## config.mk

```make
export PLATFORM = sky130hd
export DESIGN_NAME = rom_bank_ctl
export DESIGN_NICKNAME = d
export VERILOG_FILES = /design/src/rtl/rom_bank_pkg.sv /design/src/rtl/rom_kind_decode.sv /design/src/rtl/rom_bank_reg.sv /design/src/rtl/rom_addr_map.sv /design/src/rtl/rom_bank_ctl.sv
export SDC_FILE = /design/constraint.sdc
export NUM_CORES = 1
export LEC_CHECK = 0
export CELL_PAD_IN_SITES_DETAIL_PLACEMENT = 1
export CELL_PAD_IN_SITES_GLOBAL_PLACEMENT = 1
export CORE_ASPECT_RATIO = 0.6
export CORE_MARGIN = 4
export CORE_UTILIZATION = 16
export CTS_BUF_LIST = sky130_fd_sc_hd__clkbuf_2 sky130_fd_sc_hd__clkbuf_4 sky130_fd_sc_hd__clkbuf_8
export DETAILED_ROUTE_END_ITERATION = 12
export HOLD_SLACK_MARGIN = 0.15
export PLACE_DENSITY = 0.73
export SYNTH_ARGS = -nofsm -noshare
export SYNTH_HDL_FRONTEND = slang
export SYNTH_HIERARCHICAL = 1
export SYNTH_SLANG_ARGS = --single-unit
export TNS_END_PERCENT = 20
```

## constraint.sdc

```tcl
create_clock -name clk -period 3.3 [get_ports clk]
set_clock_uncertainty 0.1 [all_clocks]
set_input_delay 0.66 -clock clk [delete_from_list [all_inputs] [get_ports clk]]
set_output_delay 0.66 -clock clk [all_outputs]
set_load 0.05 [all_outputs]
```

## src/rtl/rom_bank_pkg.sv

```systemverilog
package rom_bank_pkg;

  typedef enum logic [2:0] {
    MAP_NONE = 3'd0,
    MAP_LOW5 = 3'd1,
    MAP_WIDE = 3'd2,
    MAP_FLAT = 3'd3
  } map_kind_e;

  // Header type byte to banking policy; unknown codes fall to the flat policy.
  function automatic map_kind_e kind_of(input logic [7:0] code);
    map_kind_e k;
    case (code)
      8'h00, 8'h08, 8'h09:               k = MAP_NONE;
      8'h01, 8'h02, 8'h03:               k = MAP_LOW5;
      8'h0F, 8'h10, 8'h11, 8'h12, 8'h13: k = MAP_WIDE;
      default:                           k = MAP_FLAT;
    endcase
    return k;
  endfunction

endpackage

```

## src/rtl/rom_kind_decode.sv

```systemverilog
module rom_kind_decode
  import rom_bank_pkg::*;
(
  input  logic [7:0] cart_type,
  output map_kind_e  kind
);

  always_comb kind = kind_of(cart_type);

  // the three no-mapper codes must never select a banking policy
  always_comb begin
    if (cart_type == 8'h00 || cart_type == 8'h08 || cart_type == 8'h09)
      a_r7_none_codes: assert (kind == MAP_NONE);
  end

endmodule

```

## src/rtl/rom_bank_reg.sv

```systemverilog
module rom_bank_reg
  import rom_bank_pkg::*;
#(
  parameter int ADDR_W = 16,
  parameter int DATA_W = 8,
  parameter int BANK_W = 7,
  parameter int LOW_W  = 5,
  parameter int SIZE_W = 8,
  parameter logic [ADDR_W-1:0] SEL_LO = 16'h2000,
  parameter logic [ADDR_W-1:0] SEL_HI = 16'h3FFF,
  parameter logic [BANK_W-1:0] RST_BANK = 7'd1
) (
  input  logic              clk,
  input  logic              rst_n,
  input  logic              wr_en,
  input  logic [ADDR_W-1:0] wr_addr,
  input  logic [DATA_W-1:0] wr_data,
  input  map_kind_e         kind,
  input  logic [SIZE_W-1:0] rom_banks,
  output logic [BANK_W-1:0] bank_q
);

  localparam int CMP_W = ((BANK_W > SIZE_W) ? BANK_W : SIZE_W) + 1;

  // Turn a written byte into a candidate bank under the given policy.
  function automatic logic [BANK_W-1:0] shape_bank(
    input map_kind_e         k,
    input logic [DATA_W-1:0] d,
    input logic [BANK_W-1:0] prev
  );
    logic [BANK_W-1:0] wide;
    logic [LOW_W-1:0]  low;
    logic [BANK_W-1:0] res;
    wide = d[BANK_W-1:0];
    low  = d[LOW_W-1:0];
    case (k)
      MAP_LOW5: begin
        res = prev;
        res[LOW_W-1:0] = (low == '0) ? LOW_W'(1) : low;
      end
      MAP_WIDE: res = (wide == '0) ? BANK_W'(1) : wide;
      default:  res = wide;
    endcase
    return res;
  endfunction

  // A bank fits when (bank + 1) banks do not exceed the ROM's bank count.
  function automatic logic bank_fits(
    input logic [BANK_W-1:0] b,
    input logic [SIZE_W-1:0] count
  );
    return CMP_W'(b) < CMP_W'(count);
  endfunction

  logic              sel_hit;
  logic              policy_on;
  logic [BANK_W-1:0] cand;
  logic              cand_ok;
  logic              bank_upd;

  assign sel_hit   = wr_en && (wr_addr >= SEL_LO) && (wr_addr <= SEL_HI);
  assign policy_on = (kind != MAP_NONE);
  assign cand      = shape_bank(kind, wr_data, bank_q);
  assign cand_ok   = bank_fits(cand, rom_banks);
  assign bank_upd  = sel_hit && policy_on && cand_ok;

  always_ff @(posedge clk) begin
    if (!rst_n)        bank_q <= RST_BANK;
    else if (bank_upd) bank_q <= cand;
  end

  // writes outside the select range leave the bank alone
  a_r2_outside_inert: assert property (@(posedge clk) disable iff (!rst_n)
    (wr_en && !sel_hit) |=> $stable(bank_q));

  // any change of bank lands inside the ROM
  a_r6_bank_in_rom: assert property (@(posedge clk) disable iff (!rst_n)
    !$stable(bank_q) |-> (CMP_W'(bank_q) < CMP_W'(rom_banks)));

  // the zero-to-one policies never produce bank 0
  a_r4_no_zero_bank: assert property (@(posedge clk) disable iff (!rst_n)
    (!$stable(bank_q) && $past(kind) != MAP_FLAT) |-> (bank_q != '0));

  // with no mapper the bank never moves
  a_r7_none_frozen: assert property (@(posedge clk) disable iff (!rst_n)
    (kind == MAP_NONE) |=> $stable(bank_q));

  // the narrow policy keeps the upper bank bits
  a_r3_upper_kept: assert property (@(posedge clk) disable iff (!rst_n)
    (kind == MAP_LOW5) |=> (bank_q[BANK_W-1:LOW_W] == $past(bank_q[BANK_W-1:LOW_W])));

endmodule

```

## src/rtl/rom_addr_map.sv

```systemverilog
module rom_addr_map #(
  parameter int BANK_W = 7,
  parameter int OFFS_W = 14
) (
  input  logic [OFFS_W:0]        rd_addr,
  input  logic [BANK_W-1:0]      bank,
  output logic [BANK_W+OFFS_W-1:0] phys_addr
);

  logic              upper_half;
  logic [BANK_W-1:0] eff_bank;

  assign upper_half = rd_addr[OFFS_W];
  assign eff_bank   = upper_half ? bank : '0;
  assign phys_addr  = {eff_bank, rd_addr[OFFS_W-1:0]};

  // the lower half always reads bank 0 with the offset unchanged
  always_comb begin
    if (!rd_addr[OFFS_W])
      a_r8_low_half_bank0: assert (phys_addr[BANK_W+OFFS_W-1:OFFS_W] == '0);
  end

endmodule

```

## src/rtl/rom_bank_ctl.sv

```systemverilog
module rom_bank_ctl
  import rom_bank_pkg::*;
#(
  parameter int ADDR_W = 16,
  parameter int DATA_W = 8,
  parameter int BANK_W = 7,
  parameter int LOW_W  = 5,
  parameter int OFFS_W = 14,
  parameter int SIZE_W = 8
) (
  input  logic                     clk,
  input  logic                     rst_n,
  input  logic                     wr_en,
  input  logic [ADDR_W-1:0]        wr_addr,
  input  logic [DATA_W-1:0]        wr_data,
  input  logic [7:0]               cart_type,
  input  logic [SIZE_W-1:0]        rom_banks,
  input  logic [OFFS_W:0]          rd_addr,
  output logic [BANK_W-1:0]        bank_sel,
  output logic [BANK_W+OFFS_W-1:0] phys_addr
);

  map_kind_e kind;

  rom_kind_decode u_decode (
    .cart_type (cart_type),
    .kind      (kind)
  );

  rom_bank_reg #(
    .ADDR_W (ADDR_W),
    .DATA_W (DATA_W),
    .BANK_W (BANK_W),
    .LOW_W  (LOW_W),
    .SIZE_W (SIZE_W)
  ) u_bank (
    .clk       (clk),
    .rst_n     (rst_n),
    .wr_en     (wr_en),
    .wr_addr   (wr_addr),
    .wr_data   (wr_data),
    .kind      (kind),
    .rom_banks (rom_banks),
    .bank_q    (bank_sel)
  );

  rom_addr_map #(
    .BANK_W (BANK_W),
    .OFFS_W (OFFS_W)
  ) u_map (
    .rd_addr   (rd_addr),
    .bank      (bank_sel),
    .phys_addr (phys_addr)
  );

endmodule

```

==> impl_metrics.tcl, run 1 <==
set metrics [dict create \
    status "completed" \
    clock-sinks 7 \
    yosysSeqAreaShare_pct 17.6 \
    die_y_um 62.6 \
    insertedDiodeCount 0 \
    grt_use_total_pct 7.98 \
    maxSlewViolCount 0 \
    die_x_um 99.0 \
    layout.nets 196 \
    irDropWorstVdd_mv 0.0962 \
    yosys.area.top_type "dfxtp_1" \
    ys_top_cells_by_area "dfxtp_1, buf_4, ha_1, mux2i_1, nand2_1" \
    fin_crit_sh_pct 98.9 \
    via_per_inst 3.99 \
    setup_violations 0 \
    crit_type "primary input to flip-flop" \
    cellLeakagePower_uw 0.000522 \
    first_global_vias 830 \
    crit_top_cell "buf_6" \
    async_flop_share_pct 0 \
    tightest_slew_ps 496 \
    drt_iter0_markers 24 \
    power_density_nw_per_um2 244 \
    ys_ff_latch 7 \
    syn2layout_area_growth_pct 67.1 \
    synth_top_area_share_pct 17.6 \
    arrival_ps 3270 \
    total_power_uw 324 \
    grt_max_degree 15 \
    synth_edf_count 0 \
    num_rows 19 \
    syn_area_um2 796 \
    hold_viol_final 0 \
    syn_inst 98 \
    hold_depth 2 \
    reg2reg_depth 9 \
    ys.warnings.count 6 \
    hold_end "u_bank/bank_q[1]" \
    synthFlopType "dfxtp_1" \
    reg_top3 "u_bank/bank_q: 7 flops" \
    hold_start "u_bank/bank_q[1]" \
    fmax_mhz 306 \
    avgSynthCellArea_um2 8.12 \
    initial_utilization_pct 17.0 \
    drive_gt1_share_pct 30.5 \
    h-tree-depth 1 \
    cts-root-buf "clkbuf_8" \
    end_kind "flip-flop" \
    cts_tree "done" \
    ant_nets 0 \
    finalWeightedCongestion 0.720 \
    dieArea_um2 6200 \
    slowest_delay_ps 550 \
    finalWirelength_um 2420 \
    first_pass_iters 4 \
    clock_path_buffers 2 \
    synth.most_common_cell "buf_4" \
    gr-total-overflow 0 \
    postCtsHoldBufs 0 \
    regMostFlops "u_bank/bank_q" \
    synth_commonest_cells "buf_4, nand2_1, inv_1" \
    rsz0062_at_grt "true" \
    start_kind "primary input" \
    synth_cell_type_count 29 \
    post-route-min-period_ps 3260 \
    dp.final_hpwl_um 2030 \
    avgRoutedWirePerCell_um 12.5 \
    cp_max_fo 7 \
    grt_antenna_before_repair 0 \
    slew_headroom_pct 66.8 \
    via_count 775 \
    cap_violations 0 \
    port_buffers 43 \
    setup_tns_ps 0 \
    core_area_um2 4680 \
    largest_reg_flops 7 \
    insertion_delay_ps 230 \
    slowest_stage "or4b_4" \
    clkSlewWorstSetupHoldPaths_ps 40 \
    cts-buffers-inserted 3 \
    io_pins 86 \
    syn_nets 162 \
    grt_pass1_wl_um 4010 \
    crit_required_ps 3310 \
    hold_class "flip-flop to flip-flop" \
    timing.rr.start "u_bank/bank_q[5]" \
    crit_chain "buf_6, and2_4, or4b_4, nor3b_4, mux2_4, ha_4, nand4b_1, buf_4, nor2_4, o311a_4, a2111oi_4, buf_6, mux2i_1" \
    worstReg2RegEnd "u_bank/bank_q[0]" \
    final_util_pct 28.4 \
    drc_errors 0 \
    r2r_setup_slack_ps 1220 \
]
## cell families after synthesis
| group | share of synthesized area, % |
|---|---|
| and+or+nand+nor | 27.7 |
| muxes | 11.6 |
| other | 0.471 |
| DFF | 17.6 |
| AOI/OAI and AO/OA | 12.4 |
| adders and majority gates | 9.43 |
| buffers and inverters | 20.8 |
## layout by cell type (no fill, tap or decap), drive strengths merged
cell type      synthesis  routed
buf                   15      18
clkbuf                 5       5
clkdlybuf4s50          0      28
nor4                   1       1
nor3b                  3       3
dfxtp                  7       7
nor3                   2       2
a211oi                 1       1
o32ai                  1       1
or2b                   1       1
nand4b                 1       1
a2111oi                2       2
nor2                   1       1
or4b                   2       2
o311a                  1       1
mux2i                  7       7
mux2                   2       2
inv                    9       9
and2                   8       8
and4b                  1       1
or4                    1       1
conb                   1       1
nor2b                  2       2
o21ai                  2       2
nand2                 14      14
a21oi                  2       2
ha                     6       6
dlygate4sd2            0       2
## layout make-up
type                       instances  area, um2
multi-input combinational         62        574
tap                               63       78.8
clock buffer                       4       48.8
timing repair buffer              49        454
inverter                           9       33.8
fill                             548       3350
sequential                         7        140
## routing by layer
metal  track usage (%)  share of wire (%)
met5                 0                  0
met1              11.6                 51
met3              2.68                7.8
met2              10.9                 40
met4              2.56                1.4
## per-stage QoR
stage	setup slack (ps)	hold WS, ps	instance area, um2	std cells
after CTS	-28.0	381	1320	193
after global placement	-719	363	1220	185
final	35.9	374	1330	194
after detailed placement	-764	369	1220	185
after global routing	-101	398	1330	194
after floorplan	-40.4	580	855	98
## where the power goes
group          leakage [uW]  internal [uW]  switching, uW
logic              0.000439           56.7           47.9
registers         0.0000566           86.7           1.51
clock network     0.0000262           92.0           39.4
## worst max-delay path by stage
stage,startpoint,endpoint,cells after the start
floorplan,cart_type[7],u_bank/bank_q[0],9
global placement,cart_type[4],u_bank/bank_q[3],11
detailed placement,cart_type[7],u_bank/bank_q[0],10
CTS,cart_type[1],u_bank/bank_q[0],12
global route,cart_type[6],u_bank/bank_q[6],12
finish,cart_type[1],u_bank/bank_q[0],13
## timing repair
item,CTS,global route
endpoints found under the setup margin,7,7
cloned,0,0
gates resized for setup,33,3
setup buffers,4,1
hold endpoints to repair,0,0
pin swaps,11,5
## critical path, delay by kind of cell
family          cells  cell delay, ps
mux                 2             460
fa+ha+maj           1             280
simple gates        5            1190
compound gates      2             250
buf+inv             3             420
(Power assumes the default switching activity.)
==> inputs of run 2 (changes only) <==
--- a/config.mk
+++ b/config.mk
@@ -14,6 +14,7 @@
 export DETAILED_ROUTE_END_ITERATION = 12
 export HOLD_SLACK_MARGIN = 0.15
 export PLACE_DENSITY = 0.73
+export REMOVE_ABC_BUFFERS = 1
 export SYNTH_ARGS = -nofsm -noshare
 export SYNTH_HDL_FRONTEND = slang
 export SYNTH_HIERARCHICAL = 1
==> run 2 against run 1 <==
Against the previous run:
- total power is 0.42% higher
- non-clock buffer count is 2 higher
- die area stayed put
- register-to-register slack hardly changed
- sequential power hardly changed
- combinational power hardly changed
- worst setup slack worse by 18 ps
- largest cell class unchanged
- largest power group unchanged
==> impl_metrics.tcl, run 2 (synthesis results as in run 1) <==
set metrics [dict create \
    mostFrequentLayoutCells "clkdlybuf4s50_1, buf_4, nand2_1, inv_1" \
    port_buffers 43 \
    setup_slack_ps 17.5 \
    clkPwrFrac_pct 40.4 \
    fmax_mhz 305 \
    dieArea_um2 6200 \
    ant_nets 0 \
    start_kind "primary input" \
    regMostFlops "u_bank/bank_q" \
    finalWeightedCongestion 0.771 \
    grt_use_total_pct 10.0 \
    insertedDiodeCount 0 \
    fillCellCount 551 \
    hold_start "u_bank/bank_q[4]" \
    clkSlewWorstSetupHoldPaths_ps 40 \
    hold_class "flip-flop to flip-flop" \
    cellLeakagePower_uw 0.000532 \
    rsz0062_at_grt "true" \
    status "completed" \
    grt_pass1_wl_um 4920 \
    hold_viol_final 0 \
    maxSlewViolCount 0 \
    cp_max_fo 4 \
    reg_top3 "u_bank/bank_q: 7 flops" \
    first_pass_iters 4 \
    die_y_um 62.6 \
    crit_type "primary input to flip-flop" \
    largest_reg_flops 7 \
    reg2reg_depth 8 \
    h-tree-depth 1 \
    cts-buffers-inserted 3 \
    pre_cts_slack_ps -690 \
    syn2layout_area_growth_pct 67.1 \
    grt_max_degree 15 \
    cts_tree "done" \
    final_util_pct 28.4 \
    power_switching_uw 90.6 \
    p_int_uw 235 \
    r2r_setup_slack_ps 1220 \
    crit_required_ps 3300 \
    drive_gt1_share_pct 31.6 \
    power_switching_share_pct 27.8 \
    clock-sinks 7 \
    power_density_nw_per_um2 245 \
    grt_antenna_before_repair 0 \
    first_global_vias 954 \
    worstReg2RegEnd "u_bank/bank_q[0]" \
    post-route-min-period_ps 3280 \
    drc_errors 0 \
    via_per_inst 4.02 \
    arrival_ps 3290 \
    postCtsHoldBufs 0 \
    slew_headroom_pct 66.1 \
    core_area_um2 4680 \
    layout.nets 198 \
    gr-total-overflow 0 \
    num_rows 19 \
    hold_ws_ps 378 \
    cts-root-buf "clkbuf_8" \
    insertion_delay_ps 220 \
    initial_utilization_pct 17.0 \
    timing.rr.start "u_bank/bank_q[5]" \
    irDropWorstVdd_mv 0.118 \
    avgRoutedWirePerCell_um 15.2 \
    hold_end "u_bank/bank_q[4]" \
    drt_iter0_markers 23 \
    via_count 787 \
    clock_path_buffers 2 \
    fin_crit_sh_pct 99.5 \
    io_pins 86 \
    tightest_slew_ps 507 \
    hold_depth 2 \
    final_common_cell "clkdlybuf4s50_1" \
    setup_violations 0 \
    end_kind "flip-flop" \
    cap_violations 0 \
    dp.final_hpwl_um 2430 \
    power.share.sequential_pct 27.1 \
    die_x_um 99.0 \
    pwr-share-comb_pct 32.5 \
    finalWirelength_um 2980 \
]
[run 2: worst max-delay path by stage]
stage	startpoint	end	cells after the start
after floorplan	cart_type[7]	u_bank/bank_q[0]	10
after global placement	cart_type[7]	u_bank/bank_q[6]	12
after detailed placement	cart_type[7]	u_bank/bank_q[2]	12
after CTS	cart_type[4]	u_bank/bank_q[0]	11
after global routing	cart_type[1]	u_bank/bank_q[6]	11
final	cart_type[1]	u_bank/bank_q[0]	12
[run 2: final cells by class]
type / instances / area, um2 / area share (%)
repair buffers: 51 / 459 / 34.5
well taps: 63 / 78.8 / 5.93
flip-flops and latches: 7 / 140 / 10.5
clock buffers: 4 / 48.8 / 3.67
multi-input cells: 62 / 569 / 42.8
inverters: 9 / 33.8 / 2.54
[run 2: per-layer routing]
metal | track usage, % | routed length [um] | part of all wire, % | vias up
met5 | 0 | 0 | 0 | -
met4 | 0.852 | 0 | 0 | 0
met3 | 5.80 | 366 | 12 | 0
met2 | 14.5 | 1220 | 41 | 52
met1 | 13.3 | 1400 | 47 | 351
li1 | - | - | - | 384
[run 2: power by group through the flow]
stage	Combinational, uW	Clock, uW	Sequential (uW)
floorplan	32.4	0	95.3
detailed placement	96.0	0	89.6
CTS	103	137	88.1
finish	106	132	88.2
global placement	94.6	0	89.6
global route	115	143	88.3
[run 2: repair_timing]
item                                    4_1_cts  5_1_grt
gates resized for setup                      35        6
setup buffers                                 1        0
endpoints found under the setup margin        7        7
pin swaps                                    12        1
[run 2: worst max-delay path, stage by stage]
cell and delay [ps]:
buf_6 90, and2_4 150, or4b_4 550, nor3b_4 240
mux2_4 350, ha_4 270, nand4b_1 180, nor2_2 230
o311a_4 240, a2111oi_4 40, buf_4 180, mux2i_1 110
[run 2: metrics by stage]
stage               total power, uW  TNS [ps]  cells  instance area [um2]
floorplan                       128     -1630     78                  664
global placement                184     -4310    191                 1210
detailed placement              186     -4770    191                 1210
CTS                             328         0    196                 1320
global route                    346      -713    196                 1330
finish                          326         0    196                 1330
==> inputs of run 3 (changes only) <==
--- a/config.mk
+++ b/config.mk
@@ -8,11 +8,11 @@
 export CELL_PAD_IN_SITES_DETAIL_PLACEMENT = 1
 export CELL_PAD_IN_SITES_GLOBAL_PLACEMENT = 1
 export CORE_ASPECT_RATIO = 0.6
-export CORE_MARGIN = 4
+export CORE_MARGIN = 8
 export CORE_UTILIZATION = 16
 export CTS_BUF_LIST = sky130_fd_sc_hd__clkbuf_2 sky130_fd_sc_hd__clkbuf_4 sky130_fd_sc_hd__clkbuf_8
 export DETAILED_ROUTE_END_ITERATION = 12
-export HOLD_SLACK_MARGIN = 0.15
+export HOLD_SLACK_MARGIN = 0.02
 export PLACE_DENSITY = 0.73
 export REMOVE_ABC_BUFFERS = 1
 export SYNTH_ARGS = -nofsm -noshare
==> run 3 against run 2 <==
Against the previous run:
- worst hold slack better by 1.3 ps
- combinational power is essentially flat
- sequential cell count unchanged
- design area is 1.5% higher
- global-route usage down 2.6 points
==> impl_metrics.tcl, run 3 (synthesis results as in run 1) <==
set metrics [dict create \
    finalWeightedCongestion 0.717 \
    start_kind "primary input" \
    mostFrequentLayoutCells "clkdlybuf4s50_1, buf_4, nand2_1, inv_1" \
    dieArea_um2 7560 \
    total_power_uw 324 \
    die_y_um 70.6 \
    cts-buffers-inserted 3 \
    ant_nets 0 \
    via_per_inst 3.98 \
    grt_pass1_wl_um 4510 \
    setup_tns_ps 0 \
    rsz0062_at_grt "true" \
    drt_iter0_markers 23 \
    final_common_cell "clkdlybuf4s50_1" \
    fmax_mhz 307 \
    crit_required_ps 3350 \
    slew_headroom_pct 66.4 \
    clkSlewWorstSetupHoldPaths_ps 40 \
    dp.final_hpwl_um 2410 \
    reg_top3 "u_bank/bank_q: 7 flops" \
    cts_tree "done" \
    crit_type "primary input to flip-flop" \
    cellLeakagePower_uw 0.000529 \
    port_buffers 43 \
    irDropWorstVdd_mv 0.121 \
    drive_gt1_share_pct 31.8 \
    largest_reg_flops 7 \
    gr-total-overflow 0 \
    hold_class "flip-flop to flip-flop" \
    pre_cts_slack_ps -732 \
    setup_slack_ps 38.1 \
    io_pins 86 \
    grt_max_degree 15 \
    avgRoutedWirePerCell_um 14.5 \
    die_x_um 107 \
    hold_viol_final 0 \
    regMostFlops "u_bank/bank_q" \
    post-route-min-period_ps 3260 \
    maxSlewViolCount 0 \
    final_util_pct 27.4 \
    grt_use_total_pct 7.39 \
    fin_crit_sh_pct 98.8 \
    postCtsHoldBufs 0 \
    arrival_ps 3310 \
    r2r_setup_slack_ps 1240 \
    first_pass_iters 4 \
    insertion_delay_ps 230 \
    clock_path_buffers 2 \
    insertedDiodeCount 0 \
    status "completed" \
    core_area_um2 4930 \
    cts-root-buf "clkbuf_8" \
    initial_utilization_pct 16.1 \
    num_rows 20 \
    first_global_vias 922 \
    cap_violations 0 \
    grt_antenna_before_repair 0 \
    drc_errors 0 \
    via_count 788 \
    clock-sinks 7 \
    syn2layout_area_growth_pct 69.7 \
    setup_violations 0 \
    finalWirelength_um 2860 \
    tightest_slew_ps 502 \
    end_kind "flip-flop" \
    layout.nets 197 \
    power_density_nw_per_um2 240 \
    cp_max_fo 4 \
    h-tree-depth 1 \
]
[run 3: repair_timing]
| item | 4_1_cts | 5_1_grt |
|---|---|---|
| resized for setup | 43 | 2 |
| hold endpoints to repair | 0 | 0 |
| endpoints found under the setup margin | 7 | 7 |
| pin swaps | 12 | 1 |
| setup buffers | 1 | 0 |
[run 3: worst paths after layout]
path,cells past startpoint,start,to
min reg2reg,2,u_bank/bank_q[4],u_bank/bank_q[4]
max,11,cart_type[1],u_bank/bank_q[0]
min,2,u_bank/bank_q[4],u_bank/bank_q[4]
max reg2reg,7,u_bank/bank_q[5],u_bank/bank_q[0]
[run 3: worst max-delay path, cell delays in order]
cell       delay, ps
buf_2            100
and2_4           150
or4b_4           550
nor3b_4          240
mux2_4           350
ha_4             250
nand4b_1         150
o32ai_2          120
a2111oi_4        340
buf_4            210
mux2i_1          200
[run 3: metal layers]
metal  track usage, %  share of wire, %  vias up
li1                 -                 -      380
met1             8.91                47      360
met2             11.1                42       46
met3             4.26                11        2
met4             1.40              0.59        0
met5                0                 0        -
[run 3: final cells by class]
class | count | area (um2)
timing repair buffer | 50 | 457
fill | 578 | 3580
multi-input combinational | 62 | 588
sequential | 7 | 140
tap | 66 | 82.6
clock buffer | 4 | 48.8
inverter | 9 | 33.8
[run 3: per-stage QoR]
stage | cell area [um2] | hold slack, ps | instances
after detailed placement | 1200 | 373 | 193
after global placement | 1200 | 365 | 193
final | 1350 | 380 | 198
after CTS | 1340 | 378 | 198
after floorplan | 664 | 575 | 78
after global routing | 1350 | 411 | 198
[run 3: where the power goes]
| part | internal, uW | total [uW] | switching, uW |
|---|---|---|---|
| clock network | 91.8 | 129 | 37.2 |
| registers | 86.8 | 88.2 | 1.43 |
| logic | 57.1 | 107 | 49.5 |
